**config.mk**
```make
export PLATFORM = sky130hd
export DESIGN_NAME = maint_read_dispatch
export DESIGN_NICKNAME = d
export VERILOG_FILES = /design/src/rtl/mrd_pkg.sv /design/src/rtl/mrd_route.sv /design/src/rtl/mrd_fifo.sv /design/src/rtl/mrd_issue.sv /design/src/rtl/maint_read_dispatch.sv
export SDC_FILE = /design/constraint.sdc
export NUM_CORES = 1
export LEC_CHECK = 0
export BUFFER_PORTS_ARGS = -buffer_cell sky130_fd_sc_hd__buf_2
export CAP_MARGIN = 20
export CORE_MARGIN = 3
export CORE_UTILIZATION = 30
export DETAILED_ROUTE_END_ITERATION = 8
export GPL_TIMING_DRIVEN = 0
export PLACE_DENSITY = 0.48
export SLEW_MARGIN = 20
export SYNTH_ARGS = -nofsm -noshare
export SYNTH_HDL_FRONTEND = slang
export SYNTH_SLANG_ARGS = --single-unit
```
**constraint.sdc**
```tcl
create_clock -name clk -period 6.6 [get_ports clk]
set_input_delay 1.32 -clock clk [delete_from_list [all_inputs] [get_ports clk]]
set_output_delay 1.32 -clock clk [all_outputs]
set_load 0.03 [all_outputs]
```
**src/rtl/mrd_pkg.sv**
```systemverilog
package mrd_pkg;
    localparam int ADDR_W  = 24;
    localparam int DATA_W  = 32;
    localparam int TID_W   = 8;
    localparam int TTYPE_W = 4;
    localparam int TAG_W   = DATA_W - ADDR_W;

    localparam logic [TTYPE_W-1:0] TT_MAINT_READ = 4'b0000;
    localparam logic [TAG_W-1:0]   STUB_TAG      = 8'hC0;

    typedef enum logic [1:0] {
        ST_OK    = 2'b00,
        ST_ERROR = 2'b11
    } mrd_status_e;

    typedef enum logic [1:0] {
        RT_DROP   = 2'b00,
        RT_LOCAL  = 2'b01,
        RT_REMOTE = 2'b10
    } mrd_route_e;

    typedef struct packed {
        logic [TTYPE_W-1:0] ttype;
        logic [ADDR_W-1:0]  offset;
        logic [TID_W-1:0]   tid;
    } mrd_req_t;

    typedef struct packed {
        logic              is_local;
        logic [DATA_W-1:0] data;
        logic [TID_W-1:0]  tid;
    } mrd_slot_t;

    typedef struct packed {
        logic [TID_W-1:0]  tid;
        logic [DATA_W-1:0] data;
        mrd_status_e       status;
    } mrd_rsp_t;

    function automatic logic [DATA_W-1:0] stub_word(input logic [ADDR_W-1:0] off);
        return {STUB_TAG, off};
    endfunction
endpackage

```
**src/rtl/mrd_route.sv**
```systemverilog
module mrd_route
    import mrd_pkg::*;
#(
    parameter logic [ADDR_W-1:0] WIN_BASE = 24'h010000,
    parameter logic [ADDR_W-1:0] WIN_SIZE = 24'h000100
) (
    input  mrd_req_t          req,
    output mrd_route_e        route,
    output logic [DATA_W-1:0] local_data
);
    localparam logic [ADDR_W:0] WIN_LO = {1'b0, WIN_BASE};
    localparam logic [ADDR_W:0] WIN_HI = WIN_LO + {1'b0, WIN_SIZE};

    logic in_window;

    always_comb begin
        in_window  = ({1'b0, req.offset} >= WIN_LO) && ({1'b0, req.offset} < WIN_HI);
        local_data = stub_word(req.offset);
        if (req.ttype != TT_MAINT_READ) route = RT_DROP;
        else if (in_window)              route = RT_LOCAL;
        else                             route = RT_REMOTE;
    end
endmodule

```
**src/rtl/mrd_fifo.sv**
```systemverilog
module mrd_fifo #(
    parameter int WIDTH = 8,
    parameter int DEPTH = 8,
    localparam int PTR_W = $clog2(DEPTH),
    localparam int CNT_W = $clog2(DEPTH + 1)
) (
    input  logic             clk,
    input  logic             rst,
    input  logic             push,
    input  logic [WIDTH-1:0] wdata,
    input  logic             pop,
    output logic [WIDTH-1:0] rdata,
    output logic             full,
    output logic             empty,
    output logic [CNT_W-1:0] count
);
    logic [WIDTH-1:0] mem [DEPTH];
    logic [PTR_W-1:0] wr_ptr, rd_ptr;

    function automatic logic [PTR_W-1:0] bump(input logic [PTR_W-1:0] p);
        return (p == PTR_W'(DEPTH - 1)) ? '0 : p + 1'b1;
    endfunction

    always_ff @(posedge clk) begin
        if (push) mem[wr_ptr] <= wdata;
    end

    always_ff @(posedge clk) begin
        if (rst) begin
            wr_ptr <= '0;
            rd_ptr <= '0;
            count  <= '0;
        end else begin
            if (push) wr_ptr <= bump(wr_ptr);
            if (pop)  rd_ptr <= bump(rd_ptr);
            case ({push, pop})
                2'b10:   count <= count + 1'b1;
                2'b01:   count <= count - 1'b1;
                default: count <= count;
            endcase
        end
    end

    assign rdata = mem[rd_ptr];
    assign full  = (count == CNT_W'(DEPTH));
    assign empty = (count == '0);

    // storage never written past its depth
    p_no_overflow_r10: assert property (@(posedge clk) disable iff (rst)
        push |-> (!full || pop));
    // a pop only ever takes a stored entry
    p_no_underflow_r6: assert property (@(posedge clk) disable iff (rst)
        pop |-> !empty);
endmodule

```
**src/rtl/mrd_issue.sv**
```systemverilog
module mrd_issue
    import mrd_pkg::*;
(
    input  logic              clk,
    input  logic              rst,
    input  logic              load,
    input  logic [ADDR_W-1:0] load_addr,
    input  logic              mst_waitrequest,
    output logic              mst_read,
    output logic [ADDR_W-1:0] mst_address,
    output logic              slot_free
);
    assign slot_free = !mst_read || !mst_waitrequest;

    always_ff @(posedge clk) begin
        if (rst) begin
            mst_read    <= 1'b0;
            mst_address <= '0;
        end else if (load) begin
            mst_read    <= 1'b1;
            mst_address <= load_addr;
        end else if (mst_read && !mst_waitrequest) begin
            mst_read    <= 1'b0;
        end
    end

    // a stalled read keeps strobe and address
    p_hold_stable_r4: assert property (@(posedge clk) disable iff (rst)
        (mst_read && mst_waitrequest) |=> (mst_read && $stable(mst_address)));
endmodule

```
**src/rtl/maint_read_dispatch.sv**
```systemverilog
module maint_read_dispatch
    import mrd_pkg::*;
#(
    parameter logic [ADDR_W-1:0] WIN_BASE = 24'h010000,
    parameter logic [ADDR_W-1:0] WIN_SIZE = 24'h000100,
    parameter int                MAX_PEND = 8
) (
    input  logic               clk,
    input  logic               rst,
    input  logic               req_valid,
    output logic               req_ready,
    input  logic [TTYPE_W-1:0] req_ttype,
    input  logic [ADDR_W-1:0]  req_offset,
    input  logic [TID_W-1:0]   req_tid,
    output logic               mst_read,
    output logic [ADDR_W-1:0]  mst_address,
    input  logic               mst_waitrequest,
    input  logic               mst_readdatavalid,
    input  logic [DATA_W-1:0]  mst_readdata,
    output logic               rsp_valid,
    output logic [TID_W-1:0]   rsp_tid,
    output logic [DATA_W-1:0]  rsp_data,
    output logic [1:0]         rsp_status
);
    localparam int SLOT_W = $bits(mrd_slot_t);
    localparam int CNT_W  = $clog2(MAX_PEND + 1);
    localparam logic [ADDR_W:0] WIN_LO = {1'b0, WIN_BASE};
    localparam logic [ADDR_W:0] WIN_HI = WIN_LO + {1'b0, WIN_SIZE};

    mrd_req_t          req;
    mrd_route_e        route;
    logic [DATA_W-1:0] local_data;
    mrd_slot_t         slot_in, slot_head;
    mrd_rsp_t          rsp;

    logic              slot_free, accept, ord_push, ord_pop, ord_full, ord_empty;
    logic              dat_pop, dat_full, dat_empty;
    logic [CNT_W-1:0]  ord_count, dat_count;
    logic [DATA_W-1:0] dat_head;

    assign req = '{ttype: req_ttype, offset: req_offset, tid: req_tid};

    mrd_route #(.WIN_BASE(WIN_BASE), .WIN_SIZE(WIN_SIZE)) u_route (
        .req        (req),
        .route      (route),
        .local_data (local_data)
    );

    assign req_ready = !ord_full && slot_free;
    assign accept    = req_valid && req_ready;
    assign ord_push  = accept && (route != RT_DROP);
    assign slot_in   = '{is_local: (route == RT_LOCAL), data: local_data, tid: req.tid};

    mrd_issue u_issue (
        .clk             (clk),
        .rst             (rst),
        .load            (accept && (route == RT_REMOTE)),
        .load_addr       (req.offset),
        .mst_waitrequest (mst_waitrequest),
        .mst_read        (mst_read),
        .mst_address     (mst_address),
        .slot_free       (slot_free)
    );

    mrd_fifo #(.WIDTH(SLOT_W), .DEPTH(MAX_PEND)) u_order (
        .clk   (clk),
        .rst   (rst),
        .push  (ord_push),
        .wdata (slot_in),
        .pop   (ord_pop),
        .rdata (slot_head),
        .full  (ord_full),
        .empty (ord_empty),
        .count (ord_count)
    );

    mrd_fifo #(.WIDTH(DATA_W), .DEPTH(MAX_PEND)) u_rdata (
        .clk   (clk),
        .rst   (rst),
        .push  (mst_readdatavalid),
        .wdata (mst_readdata),
        .pop   (dat_pop),
        .rdata (dat_head),
        .full  (dat_full),
        .empty (dat_empty),
        .count (dat_count)
    );

    always_comb begin
        ord_pop    = !ord_empty && (slot_head.is_local || !dat_empty);
        dat_pop    = ord_pop && !slot_head.is_local;
        rsp.tid    = slot_head.tid;
        rsp.data   = slot_head.is_local ? slot_head.data : dat_head;
        rsp.status = ST_OK;
    end

    assign rsp_valid  = ord_pop;
    assign rsp_tid    = rsp.tid;
    assign rsp_data   = rsp.data;
    assign rsp_status = rsp.status;

    // the master port only ever carries offsets outside the local window
    p_remote_outside_r2: assert property (@(posedge clk) disable iff (rst)
        mst_read |-> (({1'b0, mst_address} < WIN_LO) || ({1'b0, mst_address} >= WIN_HI)));
    // nothing is accepted once the pending limit is reached
    p_accept_room_r10: assert property (@(posedge clk) disable iff (rst)
        accept |-> (ord_count < CNT_W'(MAX_PEND)));
    // returned data never outnumbers reads waiting for it
    p_rdata_room_r6: assert property (@(posedge clk) disable iff (rst)
        mst_readdatavalid |-> (!dat_full && (dat_count < ord_count)));
endmodule

```
# Word-level counts from Yosys, hierarchy flattened
# Memory sizes are Yosys's and may differ from the RTL's. A register that Yosys moved wholly into a read port is not among the register bits.
# Cells that the tools add are included.
# totals
regBits,45
mem_bits_rw,520
output_inout_bits,69
memories,2
# mem_list
memory,words,word_bits,read_ports,rd_ports_with_merged_regs,write_ports,line_no,rtl
u_order.mem,8,33,1,1,1,mrd_fifo.sv:17,logic [WIDTH-1:0] mem [DEPTH];
u_rdata.mem,8,32,1,1,1,mrd_fifo.sv:17,
# op_classes
add_sub_neg,8
order_cmp,2
n_eq_ne,11
n_mux,19
reduce_logical,23
# op_table
operator,n
$mux W32,1
$ge A24 B17 Y1 const B,1
$lt A24 B17 Y1 const B,1
$mux W3,8
$pmux W4 S2,2
$add A3 B1 Y3 const B,4
$eq A3 B3 Y1 const B,4
$add A4 B1 Y4 const B,2
$logic_and A1 B1 Y1,8
$logic_not A4 Y1,2
$reduce_bool A2 Y1,4
$sub A4 B1 Y4 const B,2
$eq A2 B1 Y1 const B,3
$eq A2 B2 Y1 const B,3
$logic_not A1 Y1,6
$mux W1,6
$eq A4 B4 Y1 const B,1
$mux W2,2
$reduce_bool A4 Y1,1
$logic_or A1 B1 Y1,2

# Depth between registers and ports, before layout
# Gate-level depths: netlist (run 1).
# logic_depth
ltp_word,8
ltp_mapped,11

# Hierarchy
# A second synthesis (run 1) with hierarchy kept.
# hier_totals
hier_cells,1162
area_unflattened_um2,25500.7
# by_module_without_submodules
module,n_inst,cells_each,area_each_um2,seq_area_each_um2
mrd_fifo (u_order),1,547,13266.5,10109.7
mrd_fifo (u_rdata),1,443,10418.7,7947.6
mrd_issue,1,82,908.4,500.5
maint_read_dispatch,1,48,604.3,0.0
mrd_route,1,42,302.8,0.0

# Least setup slack after synthesis (run 1)
# No wires, ideal clock.
# synth_timing
kind,input -> register
from,input port req_ttype[1]
to,memory u_order.mem[1][0] (netlist name) (enable)
setup_ns,0.464
arrival_ns,4.925
t_required_ns,6.136
path_slack_ns,1.211
stages,5
path_buffers,1
cell_sequence,or4_4 > a2111o_1 > buf_6 > or2_2 > nor3_1
# synth_between
elab_chain_cells,6
# synth_lines
item,line_no,rtl
start: declaration,maint_read_dispatch.sv:12,"input logic [TTYPE_W-1:0] req_ttype,"
$reduce_bool A4 Y1,mrd_route.sv:19,if (req.ttype != TT_MAINT_READ) route = RT_DROP;
$mux W2,mrd_route.sv:19,
$reduce_bool A2 Y1,maint_read_dispatch.sv:51,assign ord_push = accept && (route != RT_DROP);
$logic_and A1 B1 Y1,maint_read_dispatch.sv:51,
$mux W1,mrd_fifo.sv:25,if (push) mem[wr_ptr] <= wdata;
$mux W1 (not written as such),mrd_fifo.sv:25,
end: declaration,mrd_fifo.sv:17,
# Every way passes these cells.

==> out/results.txt, run 1 <==
Max Slew Vio Count -> 0
Ratio of cells with drive above 1 in the final layout -> 33.0%
Core Box Area -> 0.0731 mm2
Boundary pin count -> 142
Final RePlAce weighted congestion -> 0.685
Maximum clock frequency -> 197 MHz
Die area -> 0.0771 mm2
Clk buf depth -> 3
Crit Path Category -> flop to primary output
Startpoint Class -> flop
Final wirelength -> 54,300 um
Initial antenna violation count -> 4
Crit path top cell by count -> clkbuf_1
Tcrit/Tclk final -> 76.7%
MaxCap Viol Count -> 0
Yosys reg bits -> 571
Status -> finished, final reports clean
Total track usage -> 14.1%
Global-route wire length before repair -> 80,500 um
Final Hold Vio Count -> 0
Overflow after GRT -> 0
Least-Margin Pin Slew -> 1.08 ns
RSZ-0062 raised after global routing -> no
Ys Warns -> 0
Chip height -> 278 um
Antenna-violating nets left -> 0
Netlist cell types -> 46
Drt drc -> 0
Relative max-transition margin -> 28.3%
Crit-path slowest cell -> buf_1
DP Wirelength -> 36,800 um
Worst Skew -> 0.0158 ns
Power Density -> 296 mW/mm2
Area delta synth->final -> 20.6%
Required @ worst endpoint -> 5.28 ns
CP peak stage delay -> 0.58 ns
Seq/Total Area, Yosys -> 75.1%
HP Class -> flop to flop
Fin nets -> 1,429
CP Capture Type -> primary output
Final Cell Area -> 0.0267 mm2
Num rows -> 99
Crit path DAT -> 3.74 ns
Starting Density -> 30.3%
Clock transition at the registers of the reported paths -> 0.06 ns
Overall power -> 0.00791 W
CTS tree -> built
Mapped Cells -> 1,100
Die W -> 278 um
Peak supply drop -> 0.218 mV
H-Tree Depth -> 2
Number of global-route vias before repair -> 11.8k
Leakage power -> 8.58 nW
CP cell instances -> clkbuf_1, buf_1, clkbuf_1, a211oi_1, a21oi_1, buf_2
DP Worst Slack -> 2.10 ns
Final core occ -> 36.5%
Asr flop ratio synth -> 0%
PnR worst setup slack -> 1.54 ns
Hold Buf Count CTS -> 0
Clock root cell -> clkbuf_16
WHS -> 0.458 ns
Synthesized area per cell -> 20.1 um2
Crit Path Max Fanout -> 10
CTS Sinks -> 571
Placed cell areas -> 0.0248 mm2
Port bufs -> 139
Wire length per cell -> 23.1 um
Worst-skew pair later-pin latency -> 0.62 ns
Vias -> 11.2k
Final setup fails -> 0
Largest net degree at the start of global routing -> 19
Via-per-instance ratio -> 4.77
DR pass1 iterations -> 6
Post-synth top flop -> edfxtp_1
Post-cts resize count -> 0
Initial drt markers -> 823
Mapped Area -> 0.0222 mm2
Post-CTS setup buffer count -> 0
EDFF count, synth -> 520
Min Clock Period, post-route -> 5.06 ns
TritonCTS Buffers -> 60
-- cells in the mapped netlist, drive strengths merged (2+ instances only) --
library cell | count | area, um2
nand4 | 4 | 25.0
mux4 | 130 | 2930
nand2b | 7 | 43.8
clkbuf | 32 | 120
mux2i | 62 | 621
nor3 | 10 | 55.1
a21oi | 36 | 180
edfxtp | 520 | 15600
nor2 | 38 | 143
mux2 | 11 | 124
xor2 | 5 | 43.8
a211oi | 24 | 180
ha | 14 | 175
nor2b | 28 | 183
dfxtp | 51 | 1020
buf | 28 | 193
nand2 | 60 | 225
o21ai | 5 | 25.0
nor4 | 5 | 37.5
a31oi | 2 | 12.5
inv | 7 | 26.3
or3 | 3 | 18.8
o311ai | 2 | 17.5
-- per-stage QoR --
step	std cells	TNS [ns]
after floorplan	1101	0
after global placement	2199	-126.85
after detailed placement	2238	0
after CTS	2348	0
after global routing	2349	0
final	2351	0
-- layout by cell type, fill, tap and decap left out, drive strengths merged, types with 2 or more instances in the layout --
master,instances
a211oi,24
a21oi,36
a31oi,2
buf,206
bufinv,4
clkbuf,107
clkinv,24
clkinvlp,2
conb,2
dfxtp,51
diode,3
edfxtp,520
ha,14
inv,12
mux2,11
mux2i,62
mux4,130
nand2,60
nand2b,7
nand4,4
nor2,38
nor2b,28
nor3,10
nor4,5
o21ai,5
o311ai,2
or3,3
xor2,5
-- final cells by class --
cell class                      count  area (um2)
Fill cell                        6840       46400
Sequential cell                   571       16600
Multi-Input combinational cell    463        5300
Clock buffer                       75        1610
Timing Repair Buffer              178        1330
Tap cell                          959        1200
Buffer                             60         313
Clock inverter                     35         292
Inverter                            7        26.3
Antenna cell                        3        7.51
-- metal layers --
layer  GRT usage [%]  share of wire [%]
met1            19.7                 45
met2            23.0                 48
met3            2.46                4.9
met4            3.49                1.9
met5               0                  0
-- cells by family (layout without fill, tap and decap cells) --
group	after synthesis	in the layout	share of synthesized area [%]
AO/OA/AOI/OAI	74	74	2.08
XOR/XNOR	5	5	0.198
adder cells (fa/ha/maj)	15	15	0.881
buffers and inverters	67	355	1.53
flip-flops	571	571	75.1
multiplexers	203	203	16.6
other	1	5	0.0169
AND/OR/NAND/NOR	164	164	3.62
-- power breakdown --
| group | internal (W) | switching (W) | total, W |
|---|---|---|---|
| clock | 0.00188 | 0.00138 | 0.00326 |
| combinational | 0.000235 | 0.000412 | 0.000647 |
| sequential | 0.00398 | 0.0000166 | 0.00400 |
-- critical path: cells and delay by family (launching register included) --
family | cells | cell delay [ns]
DFF | 1 | 0.47
AOI/OAI and AO/OA | 2 | 0.71
buffers and inverters | 4 | 1.93
-- sequential cells by signal, summed over array words and instances, names as in the netlist, named ones only --
| signal | cells |
|---|---|
| u_rdata.mem | 256 |
| u_issue.mst_read | 1 |
| u_rdata.wr_ptr | 3 |
| u_order.count | 4 |
| u_rdata.rd_ptr | 3 |
| u_rdata.count | 4 |
| u_issue.mst_address | 24 |
| u_order.wr_ptr | 3 |
| u_order.mem | 264 |
| u_order.rd_ptr | 3 |
-- worst paths after layout --
check | to | from | slack, ns | depth (start not counted)
worst max-delay path | rsp_data[23] | flop | 1.54 | 6
worst min-delay path | u_issue.mst_address[20] | u_issue.mst_address[20] | 0.46 | 2
worst max register to register | u_order.count[2] | flop | 3.23 | 11
worst min register to register | u_issue.mst_address[20] | u_issue.mst_address[20] | 0.46 | 2
(Power assumes the default switching activity.)
==> inputs of run 2 (changes only) <==
Settings changed: ABC_AREA from default to 1, PLACE_DENSITY 0.48 to 0.5.
Clock period 6.6 ns to 4.11 ns, I/O delays scaled along.
==> run 2 against run 1 <==
Effect of this change:
- design area grew 2.0%
- synthesized cell count grew 66%
- global-route usage grew 2.8 points
- clock skew grew 0.0090 ns
- first-iteration DRC count grew 47%
- total power grew 120%
- cell count grew 31%
- sequential share of layout area shrank 1.2 points
- register-to-register slack lost 2.1 ns
- utilization shrank 0.076 points
- critical path type unchanged
- critical endpoint is now rsp_data[0]
- largest cell class unchanged
- largest power group unchanged
==> out/results.txt, run 2 <==
Status -> finished, final reports clean
Crit path DAT -> 3.08 ns (-0.66 ns)
Commonest cells after routing, fill and taps aside -> edfxtp_1 (520), nor2_1 (373), o21ai_0 (265)
Starting Density -> 30.4% (+0.067 points)
CTS tree -> built
Number of global-route vias before repair -> 15.2k (+29%)
WL met2 -> 33,400 um (+29%)
Most area-hungry cell type in the Yosys netlist -> edfxtp_1
WP buf/inv -> 3 (-1)
Initial antenna violation count -> 15 (+11)
Yosys reg bits -> 571 (unchanged)
Relative max-transition margin -> 41.9% (+14 points)
Commonest cells in the netlist -> edfxtp_1 (520), nor2_1 (381), o21ai_0 (265)
Mapped Area -> 0.0227 mm2 (+2.4%)
Synthesized area per cell -> 12.4 um2 (-38%)
Routed length on met1 -> 27,900 um (+14%)
Area contributors post-synth -> edfxtp_1 (69%), nor2_1 (6.3%), o21ai_0 (5.8%)
CP delay by family, top -> buffers and inverters
Clock root cell -> clkbuf_16
Clock power share -> 30.7% (-11 points)
FF-to-FF setup slack -> 1.10 ns (-2.13 ns)
Leakage power -> 9.55 nW (+11%)
Clock transition at the registers of the reported paths -> 0.06 ns (about the same)
Die area -> 0.0790 mm2 (+2.4%)
DR pass1 iterations -> 5 (-1)
DP Wirelength -> 46,600 um (+27%)
Port bufs -> 138 (-0.72%)
Core Box Area -> 0.0747 mm2 (+2.2%)
Max layer used -> met5
Post-CTS setup buffer count -> 0 (unchanged)
Max reg flops -> 264 (unchanged)
Final Hold Vio Count -> 0 (unchanged)
Crit Path Category -> flop to primary output
Wire length per cell -> 21.8 um (-5.8%)
Combinational Power Share -> 31.4% (+23 points)
Worst Skew -> 0.0248 ns (+0.00901 ns)
Top-count cell post-synth -> edfxtp_1
Crit-path slowest cell -> dfxtp_1
Net Sw Frac -> 36.7% (+14 points)
HP Class -> primary input to flop
Power Density -> 638 mW/mm2 (+120%)
MaxCap Viol Count -> 0 (unchanged)
Fin nets -> 2,158 (+51%)
P_sw -> 0.00639 W (+250%)
Internal power -> 0.0110 W (+80%)
Tcrit/Tclk final -> 95.0%
Least-Margin Pin Slew -> 0.867 ns (-0.209 ns)
Netlist cell types -> 32 (-30%)
Post-synth top flop -> edfxtp_1
Overflow after GRT -> 0 (unchanged)
Crit Path Max Fanout -> 10 (unchanged)
Final setup fails -> 0 (unchanged)
Synth top area share -> 68.8% (-1.7 points)
CP Capture Type -> primary output
H-Tree Depth -> 2 (unchanged)
RSZ-0062 raised after global routing -> no
Ratio of cells with drive above 1 in the final layout -> 15.2% (-18 points)
Setup_tns -> 0 ns (unchanged)
TritonCTS Buffers -> 60 (unchanged)
Peak supply drop -> 0.366 mV (+68%)
Global-route wire length before repair -> 98,500 um (+22%)
Total track usage -> 16.9% (+2.8 points)
Ys Warns -> 0 (unchanged)
Max Slew Vio Count -> 0 (unchanged)
Chip height -> 281 um (+1.2%)
Regs by FF count -> u_order.mem x264, u_rdata.mem x256, u_issue.mst_address x24
Boundary pin count -> 142 (unchanged)
Most flops, register -> u_order.mem
CTS Sinks -> 571 (unchanged)
Clk buf depth -> 3 (unchanged)
Final wirelength -> 67,200 um (+24%)
Initial drt markers -> 1,212 (+47%)
Min Clock Period, post-route -> 3.90 ns
Antenna-violating nets left -> 0 (unchanged)
Required @ worst endpoint -> 3.29 ns (-1.99 ns)
Mapped Cells -> 1,829 (+66%)
Commonest non-fill, non-tap cell in the layout -> edfxtp_1
Post-cts resize count -> 0 (unchanged)
EDFF count, synth -> 520 (unchanged)
Vias -> 15.2k (+35%)
CP cell instances -> buf_6, clkbuf_1, nor2_1, o221ai_1, nand3_1, nand2_1, buf_2
Via-per-instance ratio -> 4.91 (+2.9%)
Area delta synth->final -> 20.1%
CP peak stage delay -> 0.58 ns (about the same)
Overall power -> 0.0174 W (+120%)
Asr flop ratio synth -> 0% (unchanged)
Die W -> 281 um (+1.2%)
Maximum clock frequency -> 256 MHz
Num rows -> 100 (+1.0%)
Final RePlAce weighted congestion -> 0.790 (+15%)
Seq/Total Area, Yosys -> 73.3% (-1.8 points)
Drt drc -> 0 (unchanged)
Hold Buf Count CTS -> 0 (unchanged)
Metal3 WL -> 4030 um (+50%)
Worst-skew pair later-pin latency -> 0.64 ns (+0.02 ns)
Largest net degree at the start of global routing -> 20 (+1)
Startpoint Class -> flop
Reg power frac -> 37.9% (-13 points)
## run 2: stage by stage
stage	std cells	utilization, %	hold slack [ns]	area (um2)	worst slack (ns)
global placement	2937	33.0	0.454	24600	-3.02
global route	3087	36.5	0.440	27200	0.0481
finish	3091	36.5	0.449	27200	0.206
CTS	3087	36.5	0.407	27200	0.0333
floorplan	1830	-	0.443	22700	-0.331
detailed placement	2977	33.9	0.460	25300	0.704
## run 2: cell families (layout without fill, tap and decap cells)
family / Yosys count / after routing / share of synthesized area, %
simple gates: 640 / 640 / 11.5
flops: 571 / 571 / 73.3
compound gates: 411 / 411 / 10.6
buf+inv: 186 / 474 / 3.48
fa+ha+maj: 15 / 15 / 0.860
xor+xnor: 5 / 5 / 0.193
other cells: 1 / 6 / 0.0165
## run 2: final cells by class
| cell class | count | area [um2] |
|---|---|---|
| fill | 7219 | 47500 |
| sequential | 571 | 16600 |
| multi-input combinational | 1073 | 5390 |
| clock buffer | 81 | 1620 |
| timing repair buffer | 178 | 1260 |
| tap | 969 | 1210 |
| buffer | 116 | 529 |
| clock inverter | 29 | 313 |
| inverter | 70 | 265 |
| antenna | 4 | 10.0 |
## run 2: worst register-to-register path, cell delays in order (launching register included)
cell and delay (ns):
dfxtp_1 0.30, clkbuf_1 0.32, inv_1 0.25, nand3_1 0.14, nand2_1 0.11, buf_6 0.20
a21boi_0 0.44, ha_1 0.31, xor2_1 0.25, ha_1 0.20, a21oi_1 0.06, xnor2_1 0.14
o21ai_0 0.15, inv_1 0.05
## run 2: power groups by stage
stage	combinational, W	sequential, W	clock, W
5_1_grt	0.00596	0.00660	0.00569
3_3_place_gp	0.00538	0.00672	0
2_1_floorplan	0.00331	0.00670	0
3_5_place_dp	0.00549	0.00671	0
4_1_cts	0.00551	0.00659	0.00545
6_report	0.00546	0.00659	0.00534
## run 2: path summary, 6_finish.rpt
check             depth (start not counted)              startpoint                     end
setup reg to reg                         13                    flop        u_order.count[2]
hold / removal                            1              req_tid[2]       u_order.mem[7][2]
setup / recovery                          7                    flop             rsp_data[0]
hold reg to reg                           2  u_issue.mst_address[8]  u_issue.mst_address[8]
## run 2: layer usage
layer	global-route usage (%)	vias to the layer above
met5	0	-
met4	5.30	12
met3	3.19	115
met2	29.4	484
met1	21.2	7449
li1	-	7114
==> inputs of run 3 (changes only) <==
Settings changed: CORE_ASPECT_RATIO from default to 0.75.
==> run 3 against run 2 <==
Effect of this change:
- utilization up 0.33 points
- die area about the same
- register-to-register slack worse by 0.06 ns
- clock power up 2%
- clock-buffer cell count up 6
- first-iteration DRC count up 13%
- global-route usage up 0.055 points
- combinational power about the same
- routed wire length about the same
- clock skew down 0.0074 ns
- non-clock buffer count down 1
- total power up 0.71%
==> out/results.txt, run 3 (same netlist as run 2, synthesis figures left out) <==
Status -> finished, final reports clean
Die area -> 0.0790 mm2 (about the same)
Vias -> 15.3k (+1.1%)
WHS -> 0.460 ns (+0.0112 ns)
Hold Path Sink -> u_issue.mst_address[17]
Boundary pin count -> 142 (unchanged)
Final wirelength -> 67,300 um (about the same)
Antenna-violating nets left -> 0 (unchanged)
PnR worst setup slack -> 0.231 ns (+0.0245 ns)
Initial drt markers -> 1,365 (+13%)
CP peak stage delay -> 0.55 ns (-0.03 ns)
Crit path DAT -> 3.06 ns (-0.02 ns)
Final Hold Vio Count -> 0 (unchanged)
Peak supply drop -> 0.342 mV (-6.5%)
Area delta synth->final -> 20.2%
Clk buf depth -> 3 (unchanged)
Max Slew Vio Count -> 0 (unchanged)
CP cell instances -> inv_2, buf_4, clkbuf_1, nor2_1, o221ai_1, nand3_1, nand2_1, buf_2
Final RePlAce weighted congestion -> 0.790 (about the same)
Fin nets -> 2,163 (+0.23%)
Global-route wire length before repair -> 99,100 um (+0.64%)
Max reg flops -> 264 (unchanged)
Most flops, register -> u_order.mem
Largest net degree at the start of global routing -> 21 (+5.0%)
Core Box Area -> 0.0741 mm2 (-0.75%)
Post-cts resize count -> 1 (+1)
DP Worst Slack -> 0.624 ns (-0.0800 ns)
R2R depth -> 13 (unchanged)
Chip height -> 244 um (-13%)
Least-Margin Pin Slew -> 0.861 ns (-0.00600 ns)
Maximum clock frequency -> 258 MHz (+0.63%)
Starting Density -> 30.6% (+0.23 points)
Port bufs -> 138 (unchanged)
DP Wirelength -> 46,800 um (+0.56%)
Relative max-transition margin -> 42.6% (+0.71 points)
Min Clock Period, post-route -> 3.88 ns (-0.0245 ns)
Wire length per cell -> 21.7 um (-0.19%)
CTS Sinks -> 571 (unchanged)
RSZ-0062 raised after global routing -> no
Drt drc -> 0 (unchanged)
Crit-path slowest cell -> clkbuf_1
H-Tree Depth -> 3 (+1)
Commonest non-fill, non-tap cell in the layout -> edfxtp_1
Crit Path Max Fanout -> 10 (unchanged)
FF-to-FF setup slack -> 1.04 ns (-0.06 ns)
Ratio of cells with drive above 1 in the final layout -> 15.1% (-0.057 points)
Reg2Reg Capture Point -> u_order.count[2]
HP Class -> flop to flop
Clock root cell -> clkbuf_16
Commonest cells after routing, fill and taps aside -> edfxtp_1 (520), nor2_1 (373), o21ai_0 (265)
Hold Buf Count CTS -> 0 (unchanged)
Initial antenna violation count -> 11 (-4)
Hold Crit Depth -> 2 (+1)
DR pass1 iterations -> 5 (unchanged)
Final setup fails -> 0 (unchanged)
Startpoint Class -> flop
Worst-skew pair later-pin latency -> 0.59 ns (-0.05 ns)
CP Capture Type -> primary output
Min-delay src -> u_issue.mst_address[17]
Tcrit/Tclk final -> 94.4% (-0.60 points)
Crit Path Category -> flop to primary output
Required @ worst endpoint -> 3.29 ns (about the same)
Num rows -> 86 (-14%)
Power Density -> 642 mW/mm2 (+0.57%)
Clock transition at the registers of the reported paths -> 0.06 ns (about the same)
TritonCTS Buffers -> 66 (+10%)
Worst Skew -> 0.0174 ns (-0.00740 ns)
Overflow after GRT -> 0 (unchanged)
Via-per-instance ratio -> 4.95 (+0.89%)
MaxCap Viol Count -> 0 (unchanged)
Die W -> 324 um (+15%)
Regs by FF count -> u_order.mem x264, u_rdata.mem x256, u_issue.mst_address x24
Number of global-route vias before repair -> 15.1k (-0.20%)
CTS tree -> built
Leakage power -> 9.58 nW (+0.28%)
Post-CTS setup buffer count -> 0 (unchanged)
Total track usage -> 16.9% (+0.055 points)
[run 3: cell types whose count changed in the layout (fill, tap and decap cells not counted), sizes merged, moves of 2 or more]
| cell | before | now |
|---|---|---|
| bufinv | 5 | 3 |
| clkbuf | 162 | 168 |
| inv | 71 | 74 |
| clkinv | 21 | 25 |
| clkinvlp | 2 | 0 |
[run 3: layout make-up]
type / count / area (um2)
tap: 968 / 1210
sequential: 571 / 16600
clock inverter: 32 / 255
clock buffer: 87 / 1750
inverter: 70 / 265
buffer: 116 / 527
fill: 7054 / 46900
multi-input combinational: 1073 / 5390
antenna: 5 / 12.5
timing repair buffer: 177 / 1230
[run 3: worst max-delay path, delay by kind of cell, from the launching register on]
| family | cells | cell delay [ns] |
|---|---|---|
| buffers and inverters | 4 | 1.13 |
| DFF | 1 | 0.43 |
| and+or+nand+nor | 3 | 0.56 |
| AOI/OAI and AO/OA | 1 | 0.34 |
[run 3: how the worst max path moves through the flow]
stage | depth (start not counted) | to | slack, ns
finish | 8 | rsp_data[0] | 0.23
global route | 8 | rsp_data[19] | 0.11
CTS | 8 | rsp_data[0] | 0.20
detailed placement | 7 | rsp_data[19] | 0.62
global placement | 7 | u_order.mem[0][22] | -2.72
floorplan | 6 | u_order.mem[0][0] | -0.33
[run 3: routing by layer]
layer  wire [um]  vias to the layer above  global-route usage [%]  part of all wire (%)
met4        1220                        4                    4.07                   1.8
met5          26                        -                       0                 0.039
met2       29700                      533                    25.5                    44
met3        4810                       92                    3.83                   7.1
li1            -                     7146                       -                     -
met1       31500                     7573                    24.7                    47
[run 3: power breakdown]
group / internal, W / switching [W]
clock network: 0.00320 / 0.00226
logic: 0.00142 / 0.00403
registers: 0.00649 / 0.000108
[run 3: stage by stage]
step                      TNS (ns)  total power [W]  utilization (%)  std cells  cell area [um2]
after floorplan             -43.73           0.0100                -       1830            22700
after global placement     -509.65           0.0121             33.2       2936            24600
after detailed placement         0           0.0122             34.1       2975            25300
after CTS                        0           0.0177             36.8       3094            27300
after global routing             0           0.0184             36.8       3097            27300
final                            0           0.0175             36.8       3099            27300
